==> src/rtl/oneshot_pkg.sv <==
// Shared types for the retriggerable one-shot.
// Assumes: one clock domain after the synchroniser; all lines sampled as a bundle.
package oneshot_pkg;

    // Asynchronous control lines, carried as one bundle through the synchroniser.
    typedef struct packed {
        logic clr_n;   // direct clear, active LOW
        logic dn;      // falling-edge trigger line
        logic up;      // rising-edge trigger line
    } os_lines_t;

    localparam int unsigned OS_LINE_BITS = $bits(os_lines_t);

endpackage

==> src/rtl/os_sync.sv <==
// Multi-bit flop-chain synchroniser.
// What: delays each bit of d through STAGES flops.
// Assumes: the bits are independent; no bit relies on arriving with another.
module os_sync #(
    parameter int unsigned     WIDTH   = 3,
    parameter int unsigned     STAGES  = 2,
    parameter logic [WIDTH-1:0] RST_VAL = '0
) (
    input  logic             clk,
    input  logic             rst_n,
    input  logic [WIDTH-1:0] d,
    output logic [WIDTH-1:0] q
);

    logic [WIDTH-1:0] chain_q [STAGES];

    // Shift the asynchronous inputs through the flop chain.
    always_ff @(posedge clk) begin
        if (!rst_n) begin
            for (int s = 0; s < STAGES; s++) begin
                chain_q[s] <= RST_VAL;
            end
        end else begin
            chain_q[0] <= d;
            for (int s = 1; s < STAGES; s++) begin
                chain_q[s] <= chain_q[s-1];
            end
        end
    end

    assign q = chain_q[STAGES-1];

endmodule

==> src/rtl/os_trig_detect.sv <==
// Edge detector with cross-gating for the two trigger lines.
// What: raises fire for one cycle on a rising edge of up while dn is HIGH,
//       or on a falling edge of dn while up is LOW, and never while clear is active.
// Assumes: up_s, dn_s and clr_s are already synchronised.
module os_trig_detect (
    input  logic clk,
    input  logic rst_n,
    input  logic up_s,
    input  logic dn_s,
    input  logic clr_s,
    output logic fire
);

    logic up_d;
    logic dn_d;
    logic up_edge;
    logic dn_edge;

    // Hold the previous synchronised levels; the reset values can give no false edge.
    always_ff @(posedge clk) begin
        if (!rst_n) begin
            up_d <= 1'b0;
            dn_d <= 1'b0;
        end else begin
            up_d <= up_s;
            dn_d <= dn_s;
        end
    end

    // Qualify each edge by the level of the opposite line and by the clear.
    always_comb begin
        up_edge = up_s & ~up_d & dn_s;
        dn_edge = dn_d & ~dn_s & ~up_s;
        fire    = clr_s & (up_edge | dn_edge);
    end

    AST_FIRE_NEEDS_EDGE: assert property (@(posedge clk) disable iff (!rst_n)
        fire |-> ($rose(up_s) || $fell(dn_s)));
    AST_UP_GATED_BY_DN: assert property (@(posedge clk) disable iff (!rst_n)
        ($rose(up_s) && !dn_s && !$fell(dn_s)) |-> !fire);
    AST_DN_GATED_BY_UP: assert property (@(posedge clk) disable iff (!rst_n)
        ($fell(dn_s) && up_s && !$rose(up_s)) |-> !fire);

endmodule

==> src/rtl/os_timer.sv <==
// Pulse timer with retrigger and lock-out.
// What: drives q HIGH for width_in cycles (0 counts as 1) from an accepted fire.
//       Without lock-out, a fire during a pulse reloads the count.
//       A LOW clr_ok clears the timer in the next cycle.
// Assumes: width_in and lockout are stable around an accepted fire.
module os_timer #(
    parameter int unsigned W_BITS = 8
) (
    input  logic              clk,
    input  logic              rst_n,
    input  logic              fire,
    input  logic              clr_ok,
    input  logic              lockout,
    input  logic [W_BITS-1:0] width_in,
    output logic              q,
    output logic              q_n
);

    localparam logic [W_BITS-1:0] ONE = W_BITS'(1);

    logic [W_BITS-1:0] remain;
    logic [W_BITS-1:0] load_val;
    logic              accept;
    logic              last_cyc;

    // Work out the reload value, whether this fire is accepted, and the final cycle.
    always_comb begin
        load_val = (width_in == '0) ? '0 : (width_in - ONE);
        accept   = fire & (~q | ~lockout);
        last_cyc = q & (remain == '0);
    end

    // Run the count and drive the pulse output.
    always_ff @(posedge clk) begin
        if (!rst_n) begin
            q      <= 1'b0;
            remain <= '0;
        end else if (!clr_ok) begin
            q      <= 1'b0;
            remain <= '0;
        end else if (accept) begin
            q      <= 1'b1;
            remain <= load_val;
        end else if (q) begin
            if (remain == '0) begin
                q <= 1'b0;
            end else begin
                remain <= remain - ONE;
            end
        end
    end

    // Drive the complementary output from its own flop, set up to match q.
    always_ff @(posedge clk) begin
        if (!rst_n) begin
            q_n <= 1'b1;
        end else if (!clr_ok) begin
            q_n <= 1'b1;
        end else if (accept) begin
            q_n <= 1'b0;
        end else if (last_cyc) begin
            q_n <= 1'b1;
        end
    end

    AST_QN_COMPLEMENT: assert property (@(posedge clk) disable iff (!rst_n)
        q_n == !q);
    AST_CLEAR_FORCES_IDLE: assert property (@(posedge clk) disable iff (!rst_n)
        !clr_ok |=> (!q && q_n));
    AST_START_ON_FIRE: assert property (@(posedge clk) disable iff (!rst_n)
        (!q && fire && clr_ok) |=> q);
    AST_RETRIG_RELOAD: assert property (@(posedge clk) disable iff (!rst_n)
        (q && fire && clr_ok && !lockout) |=> (q && remain == $past(load_val)));
    AST_LOCKOUT_COUNTS_ON: assert property (@(posedge clk) disable iff (!rst_n)
        (q && lockout && clr_ok && remain != '0) |=> (q && remain == $past(remain) - ONE));
    AST_ZERO_WIDTH_ONE_CYCLE: assert property (@(posedge clk) disable iff (!rst_n)
        (accept && clr_ok && width_in == '0) |=> (q && remain == '0));

endmodule

==> src/rtl/retrig_oneshot.sv <==
// Retriggerable resettable one-shot, top level.
// What: synchronises the trigger and clear lines, detects the cross-gated
//       trigger edges and times the output pulse in clock cycles.
// Assumes: width_cyc and lock_mode are quasi-static configuration. The
//       trigger-to-q latency is SYNC_STAGES + 1 cycles.
module retrig_oneshot
    import oneshot_pkg::*;
#(
    parameter int unsigned W_BITS      = 8,
    parameter int unsigned SYNC_STAGES = 2
) (
    input  logic              clk,
    input  logic              rst_n,
    input  logic              trig_rise,
    input  logic              trig_fall,
    input  logic              clear_n,
    input  logic              lock_mode,
    input  logic [W_BITS-1:0] width_cyc,
    output logic              q,
    output logic              q_n
);

    os_lines_t raw_lines;
    os_lines_t sync_lines;
    logic      fire;

    // Bundle the asynchronous lines for the synchroniser.
    always_comb begin
        raw_lines.up    = trig_rise;
        raw_lines.dn    = trig_fall;
        raw_lines.clr_n = clear_n;
    end

    os_sync #(
        .WIDTH   (OS_LINE_BITS),
        .STAGES  (SYNC_STAGES),
        .RST_VAL ('0)
    ) u_sync (
        .clk   (clk),
        .rst_n (rst_n),
        .d     (raw_lines),
        .q     (sync_lines)
    );

    os_trig_detect u_detect (
        .clk   (clk),
        .rst_n (rst_n),
        .up_s  (sync_lines.up),
        .dn_s  (sync_lines.dn),
        .clr_s (sync_lines.clr_n),
        .fire  (fire)
    );

    os_timer #(
        .W_BITS (W_BITS)
    ) u_timer (
        .clk      (clk),
        .rst_n    (rst_n),
        .fire     (fire),
        .clr_ok   (sync_lines.clr_n),
        .lockout  (lock_mode),
        .width_in (width_cyc),
        .q        (q),
        .q_n      (q_n)
    );

    AST_NO_START_IN_CLEAR: assert property (@(posedge clk) disable iff (!rst_n)
        (!sync_lines.clr_n && !q) |=> !q);

endmodule

==> config.mk <==
export PLATFORM = sky130hd
export DESIGN_NAME = retrig_oneshot
export DESIGN_NICKNAME = d
export VERILOG_FILES = /design/src/rtl/oneshot_pkg.sv /design/src/rtl/os_sync.sv /design/src/rtl/os_trig_detect.sv /design/src/rtl/os_timer.sv /design/src/rtl/retrig_oneshot.sv
export SDC_FILE = /design/constraint.sdc
export NUM_CORES = 1
export LEC_CHECK = 0
export BUFFER_PORTS_ARGS = -buffer_cell sky130_fd_sc_hd__buf_2
export CAP_MARGIN = 20
export CORE_MARGIN = 1
export CORE_UTILIZATION = 30
export DETAILED_ROUTE_END_ITERATION = 6
export GPL_ROUTABILITY_DRIVEN = 1
export MAX_ROUTING_LAYER = met4
export PLACE_DENSITY = 0.54
export SYNTH_ARGS = -nofsm -noshare
export SYNTH_HDL_FRONTEND = slang
export SYNTH_SLANG_ARGS = --single-unit
==> constraint.sdc <==
create_clock -name clk -period 1.4 [get_ports clk]
set_input_delay 0 -clock clk [delete_from_list [all_inputs] [get_ports clk]]
set_output_delay 0 -clock clk [all_outputs]
set_load 0.01 [all_outputs]
==> results.cfg <==
[global_route]
grt_max_degree = 11
antenna_found_initial = 0
globalRouteTotalUtil_pct = 14.80
grt_pass1_wl_um = 3601
grt_pass1_vias = 817
use_met1_pct = 17.64
grt-busiest-layer = met2
grt_use_met3_pct = 2.637
grt.met2_usage_pct = 23.54
grt-ovfl-total = 0

[power]
pwr-share-comb_pct = 9.3
p_sw_uw = 199.2
clock_power_share_pct = 33.8
p_leak_nw = 0.5870
power_uw = 920.6
p_int_uw = 721.4
ir_worst_vdd_v = 0.0004959
p_sw_share_pct = 21.64
p_seq_share_pct = 56.8
powerDensity_nw_per_um2 = 629.4

[yosys]
yosysUniqueCellTypes = 33
synthMuxAreaShare_pct = 7.364
yosys_warnings = 0
synth_top_family_by_area = simple AND/OR/NAND/NOR gates
synthCells = 106
synthesis.nets = 124
synth.avg_cell_area_um2 = 9.136
seq_area_frac_synth_pct = 37.21
synth_seq_cells = 18
synth_simple_gate_area_share_pct = 26.87
synthAdderAreaFrac_pct = 5.168
synth_area_um2 = 968.4
synth-xor-area-share_pct = 3.618
synth_compound_area_share_pct = 17.05

[finish]
regArea_um2 = 370.4
nNetsFinal = 166
syn_to_final_growth_pct = 51.03
multi_input_area_um2 = 694.4
drive_above_1_share_pct = 48.98
fillers = 318
antenna_cells = 0

[critical_path]
critical_path.startpoint_type = flip-flop
crit_type = reg -> reg
end_kind = flip-flop
crit_start = u_timer.remain[5]$_SDFFE_PN0P_
crit_buf_inv = 0
critPathSlowestCell = or4_4
crit_chain = or4_4 -> nor3_4 -> mux2i_2 -> o22ai_2
crit_required_ns = 1.58
rr_startpoint = u_timer.remain[5]$_SDFFE_PN0P_
path_delay_family = simple AND/OR/NAND/NOR gates
critical_path.max_fanout = 4
critPathMaxStageDelay_ns = 0.56
critPathArrivalTime_ns = 1.73

[placement]
dp_hpwl_um = 1647
port_buffers = 15
place_ws_ns = -0.1255
gp_congestion = 0.8695

[route]
drc = 0
routedWlPerCell_um = 12.11
vias = 902
ant_nets = 0
drt-initial-drc-count = 5
first_pass_iters = 4
wl_um = 2313
routed_via_density = 4.723

[clock_tree]
cts_root_buf = clkbuf_4
clock_latency_ns = 0.29
cts_tree = done
cts.htree.levels = 1
cts_made_buffers = 3
clock_sinks = 18
clock_path_buffers = 2
clkTransAtPathRegs_ns = 0.10

[floorplan]
core_um2 = 3053
initial_core_util_pct = 31.72
std_cell_rows = 20
die-area_um2 = 3459
die_w_um = 58.82
pin_count = 16
dieHeight_um = 58.82

[timing]
finalClockSkew_ns = 0.003187
maxSlewViolCount = 0
worst_slack_ns = -0.1481
setup_tns_ns = -0.3991
layout_min_cycle_time_ns = 1.548
finalHoldViolations = 0
relSlewSlack_pct = 71.82
fin_crit_sh_pct = 110.6
timing.fmax_ghz = 0.6459
setup_viol = 4
worstMarginPinSlew_ns = 0.4189
rsz0062_at_grt = yes

[outcome]
violations = negative setup slack
status = complete, but fails checks

[min_path]
worstHoldStart = rst_n
hold_path.class = in -> reg

[flow_run]
drv_cap = 0
## sequential cells by signal, summed over array words and instances, names as in the netlist
name            count
u_detect.up_d       1
u_sync.chain_q      6
u_timer.remain      8
u_timer.q_n         1
u_timer.q           1
u_detect.dn_d       1
## final timing paths
kind	endpoint	slack [ns]	cells after the start
setup / recovery	u_timer.remain[7]$_SDFFE_PN0P_	-0.15	4
hold / removal	u_sync.chain_q[0][4]$_SDFF_PN0_	0.01	2
setup reg to reg	u_timer.remain[7]$_SDFFE_PN0P_	-0.15	4
hold reg to reg	u_sync.chain_q[0][4]$_SDFF_PN0_	0.44	1
## synthesized netlist by cell type
cell type	count	area, µm²
a211oi_2	1	12.51
inv_1	7	26.28
o21ai_1	1	5.000
nor3b_1	2	15.01
dfxtp_1	18	360.4
o32ai_1	1	8.760
nor3_2	1	10.01
or3b_1	2	17.52
a211oi_1	3	22.52
a21oi_1	10	50.05
mux2_1	1	11.26
o22ai_2	1	12.51
nand2_1	9	33.78
a31oi_1	1	6.260
or2_2	1	6.260
nand4bb_1	1	11.26
xnor2_1	2	17.52
nand3_1	1	5.000
ha_1	4	50.05
o22ai_1	4	25.02
o211ai_2	1	12.51
nor3b_2	1	12.51
nor4_1	1	6.260
mux2i_1	6	60.06
nor3_1	1	5.000
xor2_1	2	17.52
a21bo_1	1	10.01
and3_1	1	6.260
and3b_1	1	8.760
nor4_2	2	25.02
or4_4	1	11.26
and2_1	9	56.30
nor2_1	8	30.03
## repair_timing
item,in CTS,in global routing
buffers inserted,0,6
endpoints found under the hold margin,3,0
setup endpoints to repair,6,8
pin swaps,5,12
gates resized for setup,8,16
hold buffers,3,0
## final cells by class
type	instances	share of cell area (%)
multi-input cells	81	47.48
flip-flops and latches	18	25.32
repair buffers	37	19.16
well taps	44	3.764
clock buffers	4	2.481
inverters	7	1.796
## cells by family after synthesis
family / count (synthesis)
xor+xnor: 4
compound gates: 24
buf+inv: 7
flops: 18
simple gates: 42
fa+ha+maj: 4
mux: 7
## stage by stage
| stage | cells | instance area [µm²] | utilization [%] | hold slack [ns] |
|---|---|---|---|---|
| global placement | 178 | 1256 | 41.15 | 0.2084 |
| finish | 191 | 1463 | 47.91 | 0.01337 |
| CTS | 185 | 1354 | 44.34 | 0.007649 |
| floorplan | 106 | 1003 | - | 0.1217 |
| detailed placement | 178 | 1256 | 41.15 | 0.2102 |
| global route | 191 | 1463 | 47.91 | 0.003394 |
## power by group through the flow
stage	sequential, mW	clock (mW)	combinational, mW
floorplan	0.536	0	0.0383
detailed placement	0.537	0	0.0757
global placement	0.536	0	0.0742
CTS	0.525	0.327	0.0829
global route	0.524	0.360	0.0954
finish	0.523	0.311	0.0860
## per-layer routing
layer	part of all wire (%)	up-vias
met4	1.9	0
li1	-	464
met3	2.5	4
met1	44	419
met5	0	-
met2	51	15
## cell usage in the layout, fill, tap and decap left out, types with 2 or more instances in the layout
cell type,instances
nand2_1,7
inv_2,2
o22ai_2,2
inv_1,5
a21oi_1,7
buf_6,2
clkbuf_4,3
nor4_4,2
dfxtp_1,12
o22ai_1,3
a21oi_2,3
a211oi_2,4
buf_2,15
dfxtp_2,5
buf_12,2
nand2_2,2
mux2i_1,5
nor2_1,7
and2_1,9
dlygate4sd3_1,3
ha_1,2
buf_4,15
xor2_1,2
No activity file was read; power rests on OpenSTA's default activity.
